**src/rtl/gfm_pkg.sv**
```systemverilog
package gfm_pkg;

    typedef enum logic {
        GFM_IDLE = 1'b0,
        GFM_RUN  = 1'b1
    } gfm_state_e;

    // bits needed to hold a degree in the range 1..xlen
    function automatic int gfm_degw(input int xlen);
        return $clog2(xlen + 1);
    endfunction

endpackage

```
**src/rtl/gfm_polyreg.sv**
```systemverilog
module gfm_polyreg #(
    parameter int XLEN = 16,
    parameter int DW   = 5
) (
    input  logic            clk,
    input  logic            rst_n,
    input  logic            we,
    input  logic [XLEN-1:0] wdata,
    input  logic            lock,
    output logic [DW-1:0]   deg,
    output logic [XLEN-1:0] low,
    output logic [XLEN-1:0] opmask
);

    typedef struct packed {
        logic [DW-1:0]   deg;
        logic [XLEN-1:0] low;
        logic [XLEN-1:0] mask;
    } cfg_t;

    cfg_t cfg_d, cfg_q;

    always_comb begin
        int top;
        cfg_d = cfg_q;
        top   = 0;
        if (we && !lock) begin
            for (int i = 1; i < XLEN; i++) begin
                if (wdata[i]) top = i;
            end
            if (top == 0) begin
                cfg_d.deg  = DW'(XLEN);
                cfg_d.mask = {XLEN{1'b1}};
                cfg_d.low  = wdata;
            end else begin
                cfg_d.deg  = DW'(top);
                cfg_d.mask = {XLEN{1'b1}} >> (XLEN - top);
                cfg_d.low  = wdata & ({XLEN{1'b1}} >> (XLEN - top));
            end
        end
    end

    always_ff @(posedge clk) begin
        if (!rst_n) begin
            cfg_q.deg  <= DW'(XLEN);
            cfg_q.low  <= XLEN'(1);
            cfg_q.mask <= {XLEN{1'b1}};
        end else begin
            cfg_q <= cfg_d;
        end
    end

    assign deg    = cfg_q.deg;
    assign low    = cfg_q.low;
    assign opmask = cfg_q.mask;

    AST_CFG_LOCKED: assert property (@(posedge clk) disable iff (!rst_n)
        lock |=> ($stable(deg) && $stable(low)));
    AST_DEG_RANGE: assert property (@(posedge clk) disable iff (!rst_n)
        (deg != '0) && (deg <= DW'(XLEN)));
    AST_LOW_BELOW_DEG: assert property (@(posedge clk) disable iff (!rst_n)
        (low & ~opmask) == '0);

endmodule

```
**src/rtl/gfm_step.sv**
```systemverilog
module gfm_step #(
    parameter int XLEN = 16,
    parameter int DW   = 5
) (
    input  logic [XLEN-1:0] acc_i,
    input  logic [XLEN-1:0] a_i,
    input  logic [XLEN-1:0] b_i,
    input  logic [DW-1:0]   deg,
    input  logic [XLEN-1:0] low,
    input  logic [XLEN-1:0] opmask,
    output logic [XLEN-1:0] acc_o,
    output logic [XLEN-1:0] a_o,
    output logic [XLEN-1:0] b_o
);

    logic [XLEN:0] shifted;
    logic          overflow;

    always_comb begin
        acc_o    = b_i[0] ? (acc_i ^ a_i) : acc_i;
        shifted  = {a_i, 1'b0};
        overflow = shifted[deg];
        a_o      = (shifted[XLEN-1:0] ^ (overflow ? low : '0)) & opmask;
        b_o      = b_i >> 1;
    end

endmodule

```
**src/rtl/gfm_madd_unit.sv**
```systemverilog
module gfm_madd_unit #(
    parameter int XLEN = 16
) (
    input  logic            clk,
    input  logic            rst_n,
    input  logic            cfg_we,
    input  logic [XLEN-1:0] cfg_poly,
    input  logic            start,
    input  logic [XLEN-1:0] op_a,
    input  logic [XLEN-1:0] op_b,
    input  logic [XLEN-1:0] op_c,
    output logic            busy,
    output logic            done,
    output logic [XLEN-1:0] result
);
    import gfm_pkg::*;

    localparam int DW = gfm_degw(XLEN);

    typedef struct packed {
        gfm_state_e      st;
        logic [DW-1:0]   cnt;
        logic [XLEN-1:0] a;
        logic [XLEN-1:0] b;
        logic [XLEN-1:0] acc;
        logic [XLEN-1:0] res;
        logic            done;
    } ctl_t;

    ctl_t ctl_d, ctl_q;

    logic [DW-1:0]   deg;
    logic [XLEN-1:0] low;
    logic [XLEN-1:0] opmask;
    logic [XLEN-1:0] acc_n, a_n, b_n;

    gfm_polyreg #(.XLEN(XLEN), .DW(DW)) u_poly (
        .clk    (clk),
        .rst_n  (rst_n),
        .we     (cfg_we),
        .wdata  (cfg_poly),
        .lock   (busy),
        .deg    (deg),
        .low    (low),
        .opmask (opmask)
    );

    gfm_step #(.XLEN(XLEN), .DW(DW)) u_step (
        .acc_i  (ctl_q.acc),
        .a_i    (ctl_q.a),
        .b_i    (ctl_q.b),
        .deg    (deg),
        .low    (low),
        .opmask (opmask),
        .acc_o  (acc_n),
        .a_o    (a_n),
        .b_o    (b_n)
    );

    always_comb begin
        ctl_d      = ctl_q;
        ctl_d.done = 1'b0;
        case (ctl_q.st)
            GFM_IDLE: begin
                if (start && !cfg_we) begin
                    ctl_d.st  = GFM_RUN;
                    ctl_d.cnt = deg;
                    ctl_d.a   = op_a & opmask;
                    ctl_d.b   = op_b & opmask;
                    ctl_d.acc = op_c & opmask;
                end
            end
            default: begin
                ctl_d.a   = a_n;
                ctl_d.b   = b_n;
                ctl_d.acc = acc_n;
                ctl_d.cnt = ctl_q.cnt - DW'(1);
                if (ctl_q.cnt == DW'(1)) begin
                    ctl_d.st   = GFM_IDLE;
                    ctl_d.done = 1'b1;
                    ctl_d.res  = acc_n;
                end
            end
        endcase
    end

    always_ff @(posedge clk) begin
        if (!rst_n) begin
            ctl_q <= '{st: GFM_IDLE, cnt: '0, a: '0, b: '0, acc: '0, res: '0, done: 1'b0};
        end else begin
            ctl_q <= ctl_d;
        end
    end

    assign busy   = (ctl_q.st == GFM_RUN);
    assign done   = ctl_q.done;
    assign result = ctl_q.res;

    AST_DONE_ONE_CYCLE: assert property (@(posedge clk) disable iff (!rst_n)
        done |=> !done);
    AST_BUSY_ENDS_IN_DONE: assert property (@(posedge clk) disable iff (!rst_n)
        $fell(busy) |-> done);
    AST_NOT_BOTH: assert property (@(posedge clk) disable iff (!rst_n)
        !(busy && done));
    AST_START_TAKEN: assert property (@(posedge clk) disable iff (!rst_n)
        (!busy && start && !cfg_we) |=> busy);
    AST_WRITE_DROPS_START: assert property (@(posedge clk) disable iff (!rst_n)
        (!busy && cfg_we) |=> !busy);
    AST_RESULT_HOLD: assert property (@(posedge clk) disable iff (!rst_n)
        !done |-> $stable(result));
    AST_START_IGNORED: assert property (@(posedge clk) disable iff (!rst_n)
        (busy && start && ctl_q.cnt != DW'(1)) |=> busy);
    AST_CNT_RANGE: assert property (@(posedge clk) disable iff (!rst_n)
        busy |-> (ctl_q.cnt != '0 && ctl_q.cnt <= deg));

endmodule

```
**config.mk**
```make
export PLATFORM = sky130hd
export DESIGN_NAME = gfm_madd_unit
export DESIGN_NICKNAME = d
export VERILOG_FILES = /design/src/rtl/gfm_pkg.sv /design/src/rtl/gfm_polyreg.sv /design/src/rtl/gfm_step.sv /design/src/rtl/gfm_madd_unit.sv
export SDC_FILE = /design/constraint.sdc
export NUM_CORES = 1
export LEC_CHECK = 0
export CAP_MARGIN = 20
export CORE_MARGIN = 4
export CORE_UTILIZATION = 40
export DETAILED_ROUTE_END_ITERATION = 16
export DONT_BUFFER_PORTS = 1
export PLACE_DENSITY = 0.68
export SLEW_MARGIN = 20
export SYNTH_ARGS = -nofsm -noshare
export SYNTH_HDL_FRONTEND = slang
export SYNTH_HIERARCHICAL = 1
export SYNTH_SLANG_ARGS = --single-unit
```
**constraint.sdc**
```tcl
create_clock -name clk -period 2.7 [get_ports clk]
set_input_delay 0.27 -clock clk [delete_from_list [all_inputs] [get_ports clk]]
set_output_delay 0.27 -clock clk [all_outputs]
set_load 0.005 [all_outputs]
```
== After elaboration in Yosys (flattened, before gate mapping) ==
Cells that the tools add are included.

* Add/subtract/negate cells: 2
* Multiply operators: 0
* Divide/modulo/power cells: 0
* Order comparisons: 1
* Equality and inequality tests: 1
* Shift operators: 1
* Multiplexer cells: 25
* Bitwise operators: 8
* Reductions and logical operators: 9

{| class="wikitable"
|+ Operator list
! cell !! count
|-
| 54-bit two-way mux || 2
|-
| 16-bit AND || 5
|-
| 37-bit two-way mux || 1
|-
| 32-bit logical NOT || 1
|-
| 16-bit two-way mux || 2
|-
| 32-bit two-way mux || 1
|-
| 4-bit two-way mux || 8
|-
| 16-bit by 32-bit >> shifter with 16-bit output, first input constant || 1
|-
| 6-bit by 32-bit subtractor with 32-bit output, first input constant || 1
|-
| 16-bit XOR || 2
|-
| 3-bit two-way mux || 4
|-
| 5-bit by 6-bit < comparator with 1-bit output, second input constant || 1
|-
| 1-bit binary-select mux with 5-bit select || 1
|-
| 5-bit by 1-bit == test with 1-bit output, second input constant || 1
|-
| 5-bit by 1-bit subtractor with 5-bit output, second input constant || 1
|-
| 1-bit two-way mux || 4
|-
| 2-bit two-way mux || 2
|-
| 2-bit AND reduction || 2
|-
| 1-bit logical AND || 2
|-
| 1-bit logical NOT || 2
|-
| 2-bit nonzero test || 1
|-
| 2-bit OR reduction || 1
|-
| 1-bit NOT || 1
|}

* Register bits: 108
* Bits in latches: 0
* RAM bits: 0
* Memory bits (read-only): 0
* Bits of input ports: 68
* Logic and storage cells: 58
* Memories kept: 0

== Depth between registers and ports, before layout ==
Gate-level depths: netlist of the first run.

* Depth in word-level cells: 20
* Depth in mapped cells: 13
* Depth with buffers taken out: 12

== Hierarchy ==
The synthesis of the first run kept the hierarchy.

{| class="wikitable"
|+ By module, submodules not included
! module !! instances !! cells an instance !! area each (µm²)
|-
| gfm_madd_unit || 1 || 364 || 3121.7
|-
| gfm_polyreg || 1 || 198 || 1726.7
|-
| gfm_step || 1 || 132 || 1002.2
|}

== Worst setup path after synthesis of the first run ==
Ideal clock, no wire load.

* Path type: input to register
* Start point: input cfg_poly[4]
* End point: register u_poly.cfg_q (netlist bit u_poly/opmask[1])
* Library setup time: 131 ps
* Arrival: 2622 ps
* Required time: 2569 ps
* Slack: -53 ps
* Cell stages on the path: 12
* Buffers on the path: 1
* Path through: nor3_1 -> o21ai_0 -> and3_1 -> o41ai_1 -> inv_1 -> ha_1 -> inv_1 -> ha_1 -> clkbuf_1 -> nand2b_1 -> a211oi_1 -> o21ai_1

* Longest elaborated chain between the ends: 16
* Elaborated cells on any way between the ends: 17

{| class="wikitable"
|+ Ends and longest elaborated chain
! item !! RTL line !! source
|-
| start: declaration || gfm_madd_unit.sv:7 || <nowiki>input logic [XLEN-1:0] cfg_poly,</nowiki>
|-
| 3-bit two-way mux (*) (4 in series) || gfm_polyreg.sv:29 || <nowiki>if (wdata[i]) top = i;</nowiki>
|-
| 4-bit two-way mux (*) (8 in series) || gfm_polyreg.sv:29 ||
|-
| 32-bit two-way mux (*) || gfm_polyreg.sv:27 || <nowiki>if (we && !lock) begin</nowiki>
|-
| 6-bit by 32-bit subtractor with 32-bit output || gfm_polyreg.sv:37 || <nowiki>cfg_d.mask = {XLEN{1'b1}} >> (XLEN - top);</nowiki>
|-
| 16-bit by 32-bit >> shifter with 16-bit output || gfm_polyreg.sv:37 ||
|-
| 37-bit two-way mux (*) || gfm_polyreg.sv:31 || <nowiki>if (top == 0) begin</nowiki>
|-
| end signal: assignment || gfm_polyreg.sv:49 || <nowiki>cfg_q <= cfg_d;</nowiki>
|-
| end: declaration || gfm_polyreg.sv:21 || <nowiki>cfg_t cfg_d, cfg_q;</nowiki>
|}

Mark *: on every way between the ends. The rest lies on a longest branch, timed or not. The select of a mux whose other input is x is not followed.
A chain may end at the register's enable or synchronous reset.

== Final worst setup path of the first run ==
* Start point: register u_poly/deg[0] (netlist name)
* End point: register ctl_q[64] in the netlist's numbering

* Longest elaborated chain between the ends: 6

{| class="wikitable"
|+ Ends and longest elaborated chain
! item !! RTL line !! source
|-
| 1-bit binary-select mux with 5-bit select || gfm_step.sv:22 || <nowiki>overflow = shifted[deg];</nowiki>
|-
| 1-bit two-way mux (implied by the code) || gfm_step.sv:22 ||
|-
| 16-bit two-way mux || gfm_step.sv:23 || <nowiki>a_o = (shifted[XLEN-1:0] ^ (overflow ? low : '0)) & opmask;</nowiki>
|-
| 16-bit XOR || gfm_step.sv:23 ||
|-
| 16-bit AND || gfm_step.sv:23 ||
|-
| named net a_n[15] || gfm_madd_unit.sv:35 || <nowiki>logic [XLEN-1:0] acc_n, a_n, b_n;</nowiki>
|-
| 54-bit two-way mux || gfm_madd_unit.sv:63 || <nowiki>case (ctl_q.st)</nowiki>
|-
| end signal: assignment || gfm_madd_unit.sv:89 || <nowiki>ctl_q <= '{st: GFM_IDLE, cnt: '0, a: '0, b: '0, acc: '0, res: '0, done: 1'b0};</nowiki>
|-
| end signal: assignment || gfm_madd_unit.sv:91 || <nowiki>ctl_q <= ctl_d;</nowiki>
|-
| end: declaration || gfm_madd_unit.sv:30 || <nowiki>ctl_t ctl_d, ctl_q;</nowiki>
|}

The timed path passes the listed nets, and every way through them passes these cells. The select of a mux whose other input is x is not followed.

==> out/qor.tcl, run 1 <==
set qor(multi_input_comb_area_um2) 3170
set qor(cp_slowest_stage_delay_ns) 0.62
set qor(design_power_total_uw) 3540
set qor(route.final.wire_length_um) 17600
set qor(grt_start_max_net_pins) 53
set qor(report.final.hold_viol_count) 0
set qor(timing_worst_slew_pin_value_ns) 1.07
set qor(drive_above_1_share) 0.0946
set qor(criticalPathCategory) {register to register}
set qor(register_area_um2) 2140
set qor(cts_resized) 0
set qor(insertion_delay_ns) 0.35
set qor(worstPathArrival_ns) 2.63
set qor(final.setup_skew_ns) 0.00834
set qor(critical-path-slowest-cell) {sky130_fd_sc_hd__mux4_1}
set qor(post-cts-setup-buffers) 0
set qor(met1_length_um) 7320
set qor(synthesis.instances) 694
set qor(grt_first_pass_wirelength_um) 27600
set qor(hp-class) {primary input to register}
set qor(synth_enable_flop_cells) 0
set qor(finalSetupTns_ns) 0
set qor(met2_length_um) 8000
set qor(syn_area_um2) 5850
set qor(detail_route.first_pass.iterations) 5
set qor(p_clk_frac) 0.381
set qor(r2r-end) {ctl_q[64]}
set qor(asyncSetResetFlopFracSynth) 0
set qor(worst_setup_path_end_kind) {register}
set qor(synth_cell_types) 64
set qor(ctsHtreeMaxLevel) 3
set qor(rsz0062_at_grt) {no}
set qor(track_usage) 0.212
set qor(start_util) 0.415
set qor(relative_contribution_of_combinational_cells_to_total_power) 0.121
set qor(hpwl_um) 12600
set qor(global_route.overflow_total) 0
set qor(io_buffer_count) 0
set qor(num-nets-final) 714
set qor(post_placement_cell_count) 809
set qor(total_inserted_antenna_cells) 0
set qor(setup.worst_path.start_class) {register}
set qor(layoutNonFillerInstCount) 825
set qor(run_status) {completed}
set qor(min_from) {rst_n}
set qor(nFillCells) 1403
set qor(detail_route.iter0.violations) 577
set qor(die_width_um) 129
set qor(route.detailed.drc) 0
set qor(detailroute.via_count) 5214
set qor(p_leak_uw) 0.00196
set qor(clock.fmax_mhz) 425
set qor(post-route-period-util) 0.871
set qor(cp_cell_sequence) {mux4_1, a22o_1, a31oi_4, buf_12, a21boi_1, mux2i_1, nand2_1, a31oi_1}
set qor(setup_viol_count_final) 0
set qor(first_global_vias) 4955
set qor(fp.coreArea_um2) 14100
set qor(ff2ff_setup_slack_ns) 0.35
set qor(cts.sinks) 107
set qor(ys_ff_latch) 107
set qor(rr_startpoint) {u_poly/deg[0]}
set qor(cts_tree) {done}
set qor(cap_violations) 0
set qor(cts_buffer_depth) 2
set qor(syn-mean-instance-area_um2) 8.43
set qor(cp_max_fo) 16
set qor(fin_crit_ns) 2.35
set qor(die_height_um) 129
set qor(antenna_found_initial) 0
set qor(timing.final.max_slew_violations) 0
set qor(met3_wl_um) 1750
set qor(maxUsedRoutingLayer) {met4}
set qor(detail_route.vias_per_cell) 6.32
set qor(clk_pin_slew_worst_paths_ns) 0.07
set qor(synth.net_count) 768
set qor(ff2ff_path_depth) 8
set qor(globalplace.congestion) 0.923
set qor(hold_crit_depth) 1
set qor(required_ns) 2.98
set qor(tritoncts.num_buffers) 9
set qor(hold_path_end) {u_poly/opmask[5]}
set qor(cts-root-buf) {sky130_fd_sc_hd__clkbuf_16}
set qor(switching_part_of_the_total) 0.269
set qor(seq_power_share) 0.498
set qor(floorplan.rows) 43
set qor(power.density_cell_area_nw_per_um2) 589
set qor(area.growth.synth_to_final_pct) 2.67
set qor(yosysWarnings) 6
set qor(synth_top_flop_cell) {sky130_fd_sc_hd__dfxtp_1}
set qor(slew_headroom) 0.285
set qor(num_io_pins) 86
set qor(ys_seq_area_frac) 0.366
set qor(drt.antenna.violating_nets) 0
set qor(vdd.ir_drop.worst_mv) 0.343
set qor(power.net_switching_uw) 954
set qor(wl_per_cell_um) 21.4
set qor(p_int_uw) 2590
set qor(cts_hold_fix_bufs) 0
set qor(dieArea_um2) 16600
==> cell families after synthesis <==
logic type / Yosys count / synth area share
flip-flops: 107 / 0.366
multiplexers: 22 / 0.0436
XOR/XNOR: 17 / 0.0254
AND/OR/NAND/NOR: 297 / 0.263
adder cells (fa/ha/maj): 6 / 0.0128
AO/OA/AOI/OAI: 153 / 0.192
other: 2 / 0.00128
buffers and inverters: 90 / 0.0954
==> critical path, delay by kind of cell, from the launching register on <==
| family | cells | cell delay, ns |
|---|---|---|
| AO/OA/AOI/OAI | 4 | 0.69 |
| multiplexers | 2 | 0.80 |
| flip-flops | 1 | 0.53 |
| buffers and inverters | 1 | 0.19 |
| AND/OR/NAND/NOR | 1 | 0.07 |
==> how the worst max path moves through the flow <==
stage | from | endpoint | slack (ns)
6_report | u_poly/deg[0] | ctl_q[64] | 0.35
5_1_grt | u_poly/deg[0] | ctl_q[64] | 0.22
4_1_cts | u_poly/deg[0] | ctl_q[64] | 0.37
3_5_place_dp | cfg_poly[4] | u_poly/opmask[1] | 0.11
3_3_place_gp | cfg_poly[4] | u_poly/opmask[9] | 0.22
2_1_floorplan | cfg_poly[4] | u_poly/opmask[1] | 0.05
==> registers in the layout, summed over array words and instances (netlist names) <==
signal	flops
ctl_q	53
u_poly/opmask	15
result	16
busy	1
u_poly/low	16
done	1
u_poly/deg	5
==> power by group through the flow <==
stage                     registers (µW)  logic (µW)  clock network (µW)
after floorplan                     1750         364                   0
after global placement              1790         406                   0
after detailed placement            1800         417                   0
after CTS                           1760         420                1360
after global routing                1770         467                1420
final                               1760         427                1350
==> final cells by class <==
class / instances / share of cell area
Multi-Input combinational cell: 497 / 0.527
Clock buffer: 11 / 0.0404
Tap cell: 180 / 0.0375
Sequential cell: 107 / 0.357
Inverter: 9 / 0.00562
Timing Repair Buffer: 16 / 0.0221
Clock inverter: 5 / 0.0104
==> layer usage <==
| layer | track usage | vias to the layer above |
|---|---|---|
| met2 | 0.329 | 283 |
| met1 | 0.285 | 2501 |
| li1 | - | 2374 |
| met4 | 0.0778 | 0 |
| met5 | 0 | - |
| met3 | 0.0523 | 56 |
==> placed cells by master, fill, tap and decap left out, types with 4 or more instances in the layout <==
cell and n:
sky130_fd_sc_hd__nand2b_1 19, sky130_fd_sc_hd__mux2i_1 18, sky130_fd_sc_hd__a41oi_1 4, sky130_fd_sc_hd__nor4_1 4
sky130_fd_sc_hd__xnor2_1 17, sky130_fd_sc_hd__nor2_1 17, sky130_fd_sc_hd__nor2b_1 6, sky130_fd_sc_hd__nand3b_1 29
sky130_fd_sc_hd__inv_1 7, sky130_fd_sc_hd__nand2_1 100, sky130_fd_sc_hd__a21boi_1 6, sky130_fd_sc_hd__buf_4 15
sky130_fd_sc_hd__o21ai_0 14, sky130_fd_sc_hd__a211oi_1 6, sky130_fd_sc_hd__ha_1 6, sky130_fd_sc_hd__nand4_1 9
sky130_fd_sc_hd__clkbuf_16 9, sky130_fd_sc_hd__a31oi_1 56, sky130_fd_sc_hd__a21boi_2 9, sky130_fd_sc_hd__a21oi_1 15
sky130_fd_sc_hd__nand3_1 88, sky130_fd_sc_hd__a221o_1 4, sky130_fd_sc_hd__a22o_1 17, sky130_fd_sc_hd__dfxtp_1 106
sky130_fd_sc_hd__nor3_1 6
==> stage by stage <==
| stage | hold slack (ns) | cell area [µm²] | util | worst slack [ns] |
|---|---|---|---|---|
| after global placement | 0.357 | 5700 | 0.404 | 0.225 |
| after CTS | 0.00253 | 6010 | 0.426 | 0.371 |
| final | 0.0100 | 6010 | 0.426 | 0.347 |
| after floorplan | 0.386 | 5860 | - | 0.0495 |
| after detailed placement | 0.365 | 5700 | 0.404 | 0.110 |
| after global routing | 0.0128 | 6010 | 0.426 | 0.223 |
==> Yosys cell counts (all sizes together) (3+ instances only) <==
library cell | n | area share
a31oi | 57 | 0.064
nand3b | 29 | 0.037
clkbuf | 32 | 0.026
nor2b | 6 | 0.0064
o21bai | 3 | 0.0038
nand4 | 9 | 0.0096
o21ai | 17 | 0.015
nor3 | 7 | 0.0068
nand3 | 89 | 0.077
inv | 7 | 0.0045
ha | 6 | 0.013
dfxtp | 107 | 0.37
a41oi | 4 | 0.0060
nor3b | 4 | 0.0060
a22o | 17 | 0.025
a21boi | 15 | 0.025
nor4 | 4 | 0.0043
mux2i | 18 | 0.031
and3 | 4 | 0.0045
nand2 | 101 | 0.066
nor2 | 17 | 0.011
a21oi | 16 | 0.014
nand2b | 20 | 0.021
buf | 47 | 0.060
a221o | 6 | 0.011
a211oi | 6 | 0.0077
xnor2 | 17 | 0.025
No activity file was read; power rests on OpenSTA's default activity.
==> run 2, diff against run 1 <==
Settings changed: RECOVER_POWER from default to 25.
==> run 2 against run 1 <==
- first-iteration DRC count fell by 2.4%
- wire length decreased by 0.48%
- largest power group unchanged
- sequential cell count unchanged
- clock power about the same
- maximum frequency barely moved
- via count decreased by 0.46%
==> out/qor.tcl, run 2 (synthesis results as in run 1) <==
set qor(tritoncts.num_buffers) 9
set qor(io_buffer_count) 0
set qor(dieArea_um2) 16600
set qor(die_width_um) 129
set qor(rr_startpoint) {u_poly/deg[0]}
set qor(cts_hold_fix_bufs) 0
set qor(hold_path_end) {u_poly/opmask[5]}
set qor(grt_first_pass_wirelength_um) 27600
set qor(detail_route.first_pass.iterations) 5
set qor(rsz0062_at_grt) {no}
set qor(fin_crit_ns) 2.35
set qor(detail_route.iter0.violations) 563
set qor(post-route-period-util) 0.871
set qor(detailroute.via_count) 5190
set qor(nFillCells) 1405
set qor(p_leak_uw) 0.00195
set qor(start_util) 0.415
set qor(required_ns) 2.97
set qor(setup.worst_path.start_class) {register}
set qor(track_usage) 0.212
set qor(wl_per_cell_um) 21.3
set qor(finalInstanceArea_um2) 5980
set qor(min_from) {rst_n}
set qor(registers.top_by_ff_count) {ctl_q}
set qor(final.setup_skew_ns) 0.00845
set qor(fp.coreArea_um2) 14100
set qor(report.final.hold_viol_count) 0
set qor(cts_tree) {done}
set qor(clock.fmax_mhz) 425
set qor(insertion_delay_ns) 0.35
set qor(p_clk_frac) 0.381
set qor(most-common-layout-cells) {sky130_fd_sc_hd__dfxtp_1 (107), sky130_fd_sc_hd__nand2_1 (100), sky130_fd_sc_hd__nand3_1 (88)}
set qor(ff2ff_setup_slack_ns) 0.35
set qor(first_global_vias) 4955
set qor(flip_flop_count_of_the_largest_register_all_copies_and_words_added) 53
set qor(ff2ff_path_depth) 8
set qor(vdd.ir_drop.worst_mv) 0.340
set qor(drt.antenna.violating_nets) 0
set qor(antenna_found_initial) 0
set qor(post-cts-setup-buffers) 0
set qor(hp-class) {primary input to register}
set qor(cp_max_fo) 16
set qor(run_status) {completed}
set qor(hpwl_um) 12600
set qor(multi_input_comb_area_um2) 3150
set qor(global_route.overflow_total) 0
set qor(worst_hold_slack_ns) 0.0147
set qor(total_inserted_antenna_cells) 0
set qor(worstPathArrival_ns) 2.63
set qor(floorplan.rows) 43
set qor(power.density_cell_area_nw_per_um2) 590
set qor(num_io_pins) 86
set qor(finalSetupTns_ns) 0
set qor(cts_resized) 0
set qor(layout_commonest_cell) {sky130_fd_sc_hd__dfxtp_1}
set qor(setup_viol_count_final) 0
set qor(timing_worst_slew_pin_value_ns) 1.20
set qor(clk_pin_slew_worst_paths_ns) 0.07
set qor(detail_route.vias_per_cell) 6.29
set qor(register_area_um2) 2140
set qor(drive_above_1_share) 0.0868
set qor(power.net_switching_uw) 946
set qor(route.final.wire_length_um) 17600
set qor(grt_start_max_net_pins) 53
set qor(area.growth.synth_to_final_pct) 2.20
set qor(timing.final.max_slew_violations) 0
set qor(slew_headroom) 0.199
set qor(hold_crit_depth) 1
set qor(worst_setup_path_end_kind) {register}
set qor(criticalPathCategory) {register to register}
set qor(p_int_uw) 2580
set qor(num-nets-final) 714
set qor(relative_contribution_of_combinational_cells_to_total_power) 0.120
set qor(cap_violations) 0
set qor(post_placement_cell_area_um2) 5700
set qor(ctsHtreeMaxLevel) 3
set qor(cts_buffer_depth) 2
set qor(seq_power_share) 0.499
set qor(utilization) 0.424
set qor(route.detailed.drc) 0
set qor(switching_part_of_the_total) 0.268
set qor(r2r-end) {ctl_q[50]}
set qor(cts-root-buf) {sky130_fd_sc_hd__clkbuf_16}
set qor(die_height_um) 129
set qor(cts.sinks) 107
set qor(globalplace.congestion) 0.923
[run 2: cell types whose count changed in the layout (fill, tap and decap cells not counted), sizes merged]
cell / delta
buf: -2
clkbuf: +2
[run 2: stage by stage]
stage                     setup WS, ns  std cells  power, µW
final                            0.347        825       3530
after detailed placement         0.110        809       2210
after global placement           0.225        809       2200
after CTS                        0.371        825       3540
after floorplan                 0.0495        694       2110
after global routing             0.223        825       3650
[run 2: worst max-delay path: stages (launching register included)]
cell	delay, ns
sky130_fd_sc_hd__dfxtp_1	0.51
sky130_fd_sc_hd__mux4_1	0.63
sky130_fd_sc_hd__a22o_1	0.25
sky130_fd_sc_hd__a31oi_4	0.17
sky130_fd_sc_hd__buf_12	0.19
sky130_fd_sc_hd__a21boi_1	0.10
sky130_fd_sc_hd__mux2i_1	0.16
sky130_fd_sc_hd__nand2_1	0.07
sky130_fd_sc_hd__a31oi_1	0.19
[run 2: how the worst max path moves through the flow]
stage | startpoint | end | slack, ns
finish | u_poly/deg[0] | ctl_q[50] | 0.35
global route | u_poly/deg[0] | ctl_q[64] | 0.22
CTS | u_poly/deg[0] | ctl_q[64] | 0.37
detailed placement | cfg_poly[4] | u_poly/opmask[1] | 0.11
global placement | cfg_poly[4] | u_poly/opmask[9] | 0.22
floorplan | cfg_poly[4] | u_poly/opmask[1] | 0.05
[run 2: final cells by class]
cell class,count,share of cell area
clock buffer,11,0.0406
clock inverter,5,0.0105
inverter,9,0.00565
multi-input combinational,497,0.526
sequential,107,0.358
tap,180,0.0377
timing repair buffer,16,0.0211
[run 2: per-layer routing]
metal | GRT usage | share of wire
met4 | 0.0778 | 0.030
met2 | 0.329 | 0.46
met1 | 0.285 | 0.41
met5 | 0 | 0
met3 | 0.0523 | 0.10
[run 2: power by group through the flow]
stage	sequential, µW	clock, µW	combinational [µW]
floorplan	1750	0	364
global placement	1790	0	406
detailed placement	1800	0	417
CTS	1760	1360	420
global route	1770	1420	463
finish	1760	1350	422
==> run 3, diff against run 2 <==
Settings changed: ABC_AREA from default to 1, SLEW_MARGIN 20 to default.
==> run 3 against run 2 <==
- combinational power is 11% higher
- sequential share of layout area is 2.3 points lower
- maximum frequency is 1.0% higher
- highest routed layer unchanged
- synthesized cell count is 43% higher
==> out/qor.tcl, run 3 <==
set qor(detail_route.iter0.violations) 448
set qor(synth_top_flop_cell) {sky130_fd_sc_hd__dfxtp_1}
set qor(power.density_cell_area_nw_per_um2) 548
set qor(cts-root-buf) {sky130_fd_sc_hd__clkbuf_16}
set qor(drive_above_1_share) 0.0607
set qor(seq_power_share) 0.507
set qor(cts.sinks) 107
set qor(utilization) 0.417
set qor(power.net_switching_uw) 1000
set qor(register_area_um2) 2140
set qor(finalSetupTns_ns) 0
set qor(asyncSetResetFlopFracSynth) 0
set qor(post-cts-setup-buffers) 0
set qor(required_ns) 2.97
set qor(synth.net_count) 1067
set qor(vdd.ir_drop.worst_mv) 0.325
set qor(timing.final.max_slew_violations) 0
set qor(detail_route.first_pass.iterations) 6
set qor(tritoncts.num_buffers) 9
set qor(p_clk_frac) 0.359
set qor(num_io_pins) 86
set qor(io_buffer_count) 0
set qor(synthesis.instances) 993
set qor(total_inserted_antenna_cells) 0
set qor(layout_commonest_cell) {sky130_fd_sc_hd__nand2_1}
set qor(multi_input_comb_area_um2) 3370
set qor(rsz0062_at_grt) {no}
set qor(grt_start_max_net_pins) 64
set qor(relative_contribution_of_combinational_cells_to_total_power) 0.134
set qor(route.final.wire_length_um) 16600
set qor(synth_cell_types) 36
set qor(slew_headroom) 0.337
set qor(cts_buffer_depth) 2
set qor(die_height_um) 134
set qor(clk_pin_slew_worst_paths_ns) 0.07
set qor(yosys.area.top_type) {sky130_fd_sc_hd__dfxtp_1}
set qor(cts_tree) {done}
set qor(report.final.hold_viol_count) 0
set qor(drt.antenna.violating_nets) 0
set qor(final.setup_skew_ns) 0.0107
set qor(detailroute.via_count) 5552
set qor(clock.fmax_mhz) 429
set qor(cts_hold_fix_bufs) 0
set qor(global_route.overflow_total) 0
set qor(fp.coreArea_um2) 15300
set qor(insertion_delay_ns) 0.35
set qor(worstPathArrival_ns) 2.60
set qor(switching_part_of_the_total) 0.287
set qor(ctsHtreeMaxLevel) 3
set qor(synth_top_cells_by_area) {sky130_fd_sc_hd__dfxtp_1 (34%), sky130_fd_sc_hd__nand2_1 (22%), sky130_fd_sc_hd__nor2_1 (8.2%)}
set qor(synth_enable_flop_cells) 0
set qor(synth_top_cells_by_count) {sky130_fd_sc_hd__nand2_1 (371), sky130_fd_sc_hd__nor2_1 (137), sky130_fd_sc_hd__dfxtp_1 (107), sky130_fd_sc_hd__nand3_1 (71), sky130_fd_sc_hd__inv_1 (69)}
set qor(setup.worst_path.start_class) {register}
set qor(worst_setup_path_end_kind) {register}
set qor(num-nets-final) 1009
set qor(dieArea_um2) 17800
set qor(synth_top_area_share) 0.340
set qor(route.detailed.drc) 0
set qor(syn_area_um2) 6300
set qor(globalplace.congestion) 0.911
set qor(cp_max_fo) 27
set qor(synth.most_common_cell) {sky130_fd_sc_hd__nand2_1}
set qor(setup_viol_count_final) 0
set qor(track_usage) 0.189
set qor(nFillCells) 1636
set qor(start_util) 0.412
set qor(run_status) {completed}
set qor(flip_flop_count_of_the_largest_register_all_copies_and_words_added) 53
set qor(criticalPathCategory) {register to register}
set qor(timing_worst_slew_pin_value_ns) 0.995
set qor(floorplan.rows) 45
set qor(fin_crit_ns) 2.33
set qor(p_int_uw) 2500
set qor(registers.top_by_ff_count) {ctl_q}
set qor(post-route-period-util) 0.863
set qor(area.growth.synth_to_final_pct) 1.25
set qor(grt_first_pass_wirelength_um) 27000
set qor(wl_per_cell_um) 14.4
set qor(p_leak_uw) 0.00313
set qor(antenna_found_initial) 0
set qor(hpwl_um) 12000
set qor(yosysWarnings) 6
set qor(syn-mean-instance-area_um2) 6.35
set qor(hp-class) {primary input to register}
set qor(first_global_vias) 5044
set qor(cap_violations) 0
set qor(ys_ff_latch) 107
set qor(die_width_um) 134
set qor(detail_route.vias_per_cell) 4.83
set qor(most-common-layout-cells) {sky130_fd_sc_hd__nand2_1 (371), sky130_fd_sc_hd__nor2_1 (137), sky130_fd_sc_hd__dfxtp_1 (107)}
set qor(ys_seq_area_frac) 0.340
set qor(cts_resized) 0
==> run 3: changes by cell type after synthesis, sizes merged, moves of 18 or more <==
cell,change
nand2b,-20
nand2,+279
inv,+65
nor3,+39
a21oi,+32
nor2,+126
a31oi,-57
mux2i,-18
nand3b,-29
==> run 3: cell families (layout without fill, tap and decap cells) <==
logic type | after synthesis | count (layout) | synth area share
other | 2 | 2 | 0.00119
buffers and inverters | 150 | 96 | 0.124
xor gates and xnor gates | 17 | 17 | 0.0236
and+or+nand+nor | 660 | 660 | 0.457
DFF | 107 | 107 | 0.340
adders and majority gates | 6 | 6 | 0.0119
AOI/OAI and AO/OA | 51 | 51 | 0.0427
==> run 3: area by class of cell <==
type                       instances  area share
multi-input combinational        736       0.527
tap                              211      0.0414
clock buffer                      13      0.0408
timing repair buffer               8     0.00882
sequential                       107       0.336
clock inverter                     2     0.00196
inverter                          73      0.0441
==> run 3: power groups by stage <==
| stage | Combinational (µW) | Sequential, µW | Clock, µW |
|---|---|---|---|
| finish | 470 | 1770 | 1260 |
| floorplan | 443 | 1750 | 0 |
| global placement | 464 | 1810 | 0 |
| global route | 548 | 1790 | 1350 |
| detailed placement | 472 | 1810 | 0 |
| CTS | 473 | 1770 | 1280 |
==> run 3: worst max-delay path, stage by stage (launching register included) <==
cell	delay [ns]
sky130_fd_sc_hd__dfxtp_1	0.89
sky130_fd_sc_hd__nor2_1	0.17
sky130_fd_sc_hd__inv_1	0.52
sky130_fd_sc_hd__buf_4	0.40
sky130_fd_sc_hd__nand2_1	0.12
sky130_fd_sc_hd__a21oi_2	0.14
==> run 3: layer usage <==
metal,GRT usage,vias to the layer above,part of all wire
met4,0.0440,0,0.010
met5,0,-,0
met1,0.269,2452,0.48
met2,0.289,143,0.44
met3,0.0468,13,0.066
li1,-,2944,-
==> run 3: stage by stage <==
stage / area [µm²] / instances / worst slack, ns / power [µW] / hold slack [ns]
2_1_floorplan: 6300 / 993 / 0.544 / 2200 / 0.354
3_3_place_gp: 6130 / 1135 / 0.393 / 2270 / 0.367
3_5_place_dp: 6130 / 1135 / 0.367 / 2280 / 0.369
4_1_cts: 6410 / 1150 / 0.678 / 3530 / 0.00337
5_1_grt: 6380 / 1150 / 0.183 / 3680 / 0.00477
6_report: 6380 / 1150 / 0.371 / 3500 / 0.0182
==> run 3: final timing paths <==
path	depth (start not counted)	slack, ns	endpoint	start
worst min-delay path	1	0.02	u_poly/low[0]	rst_n
worst max-delay path	5	0.37	u_poly/low[1]	busy
worst max register to register	5	0.37	u_poly/low[1]	busy
worst min register to register	2	0.48	u_poly/low[0]	u_poly/low[0]
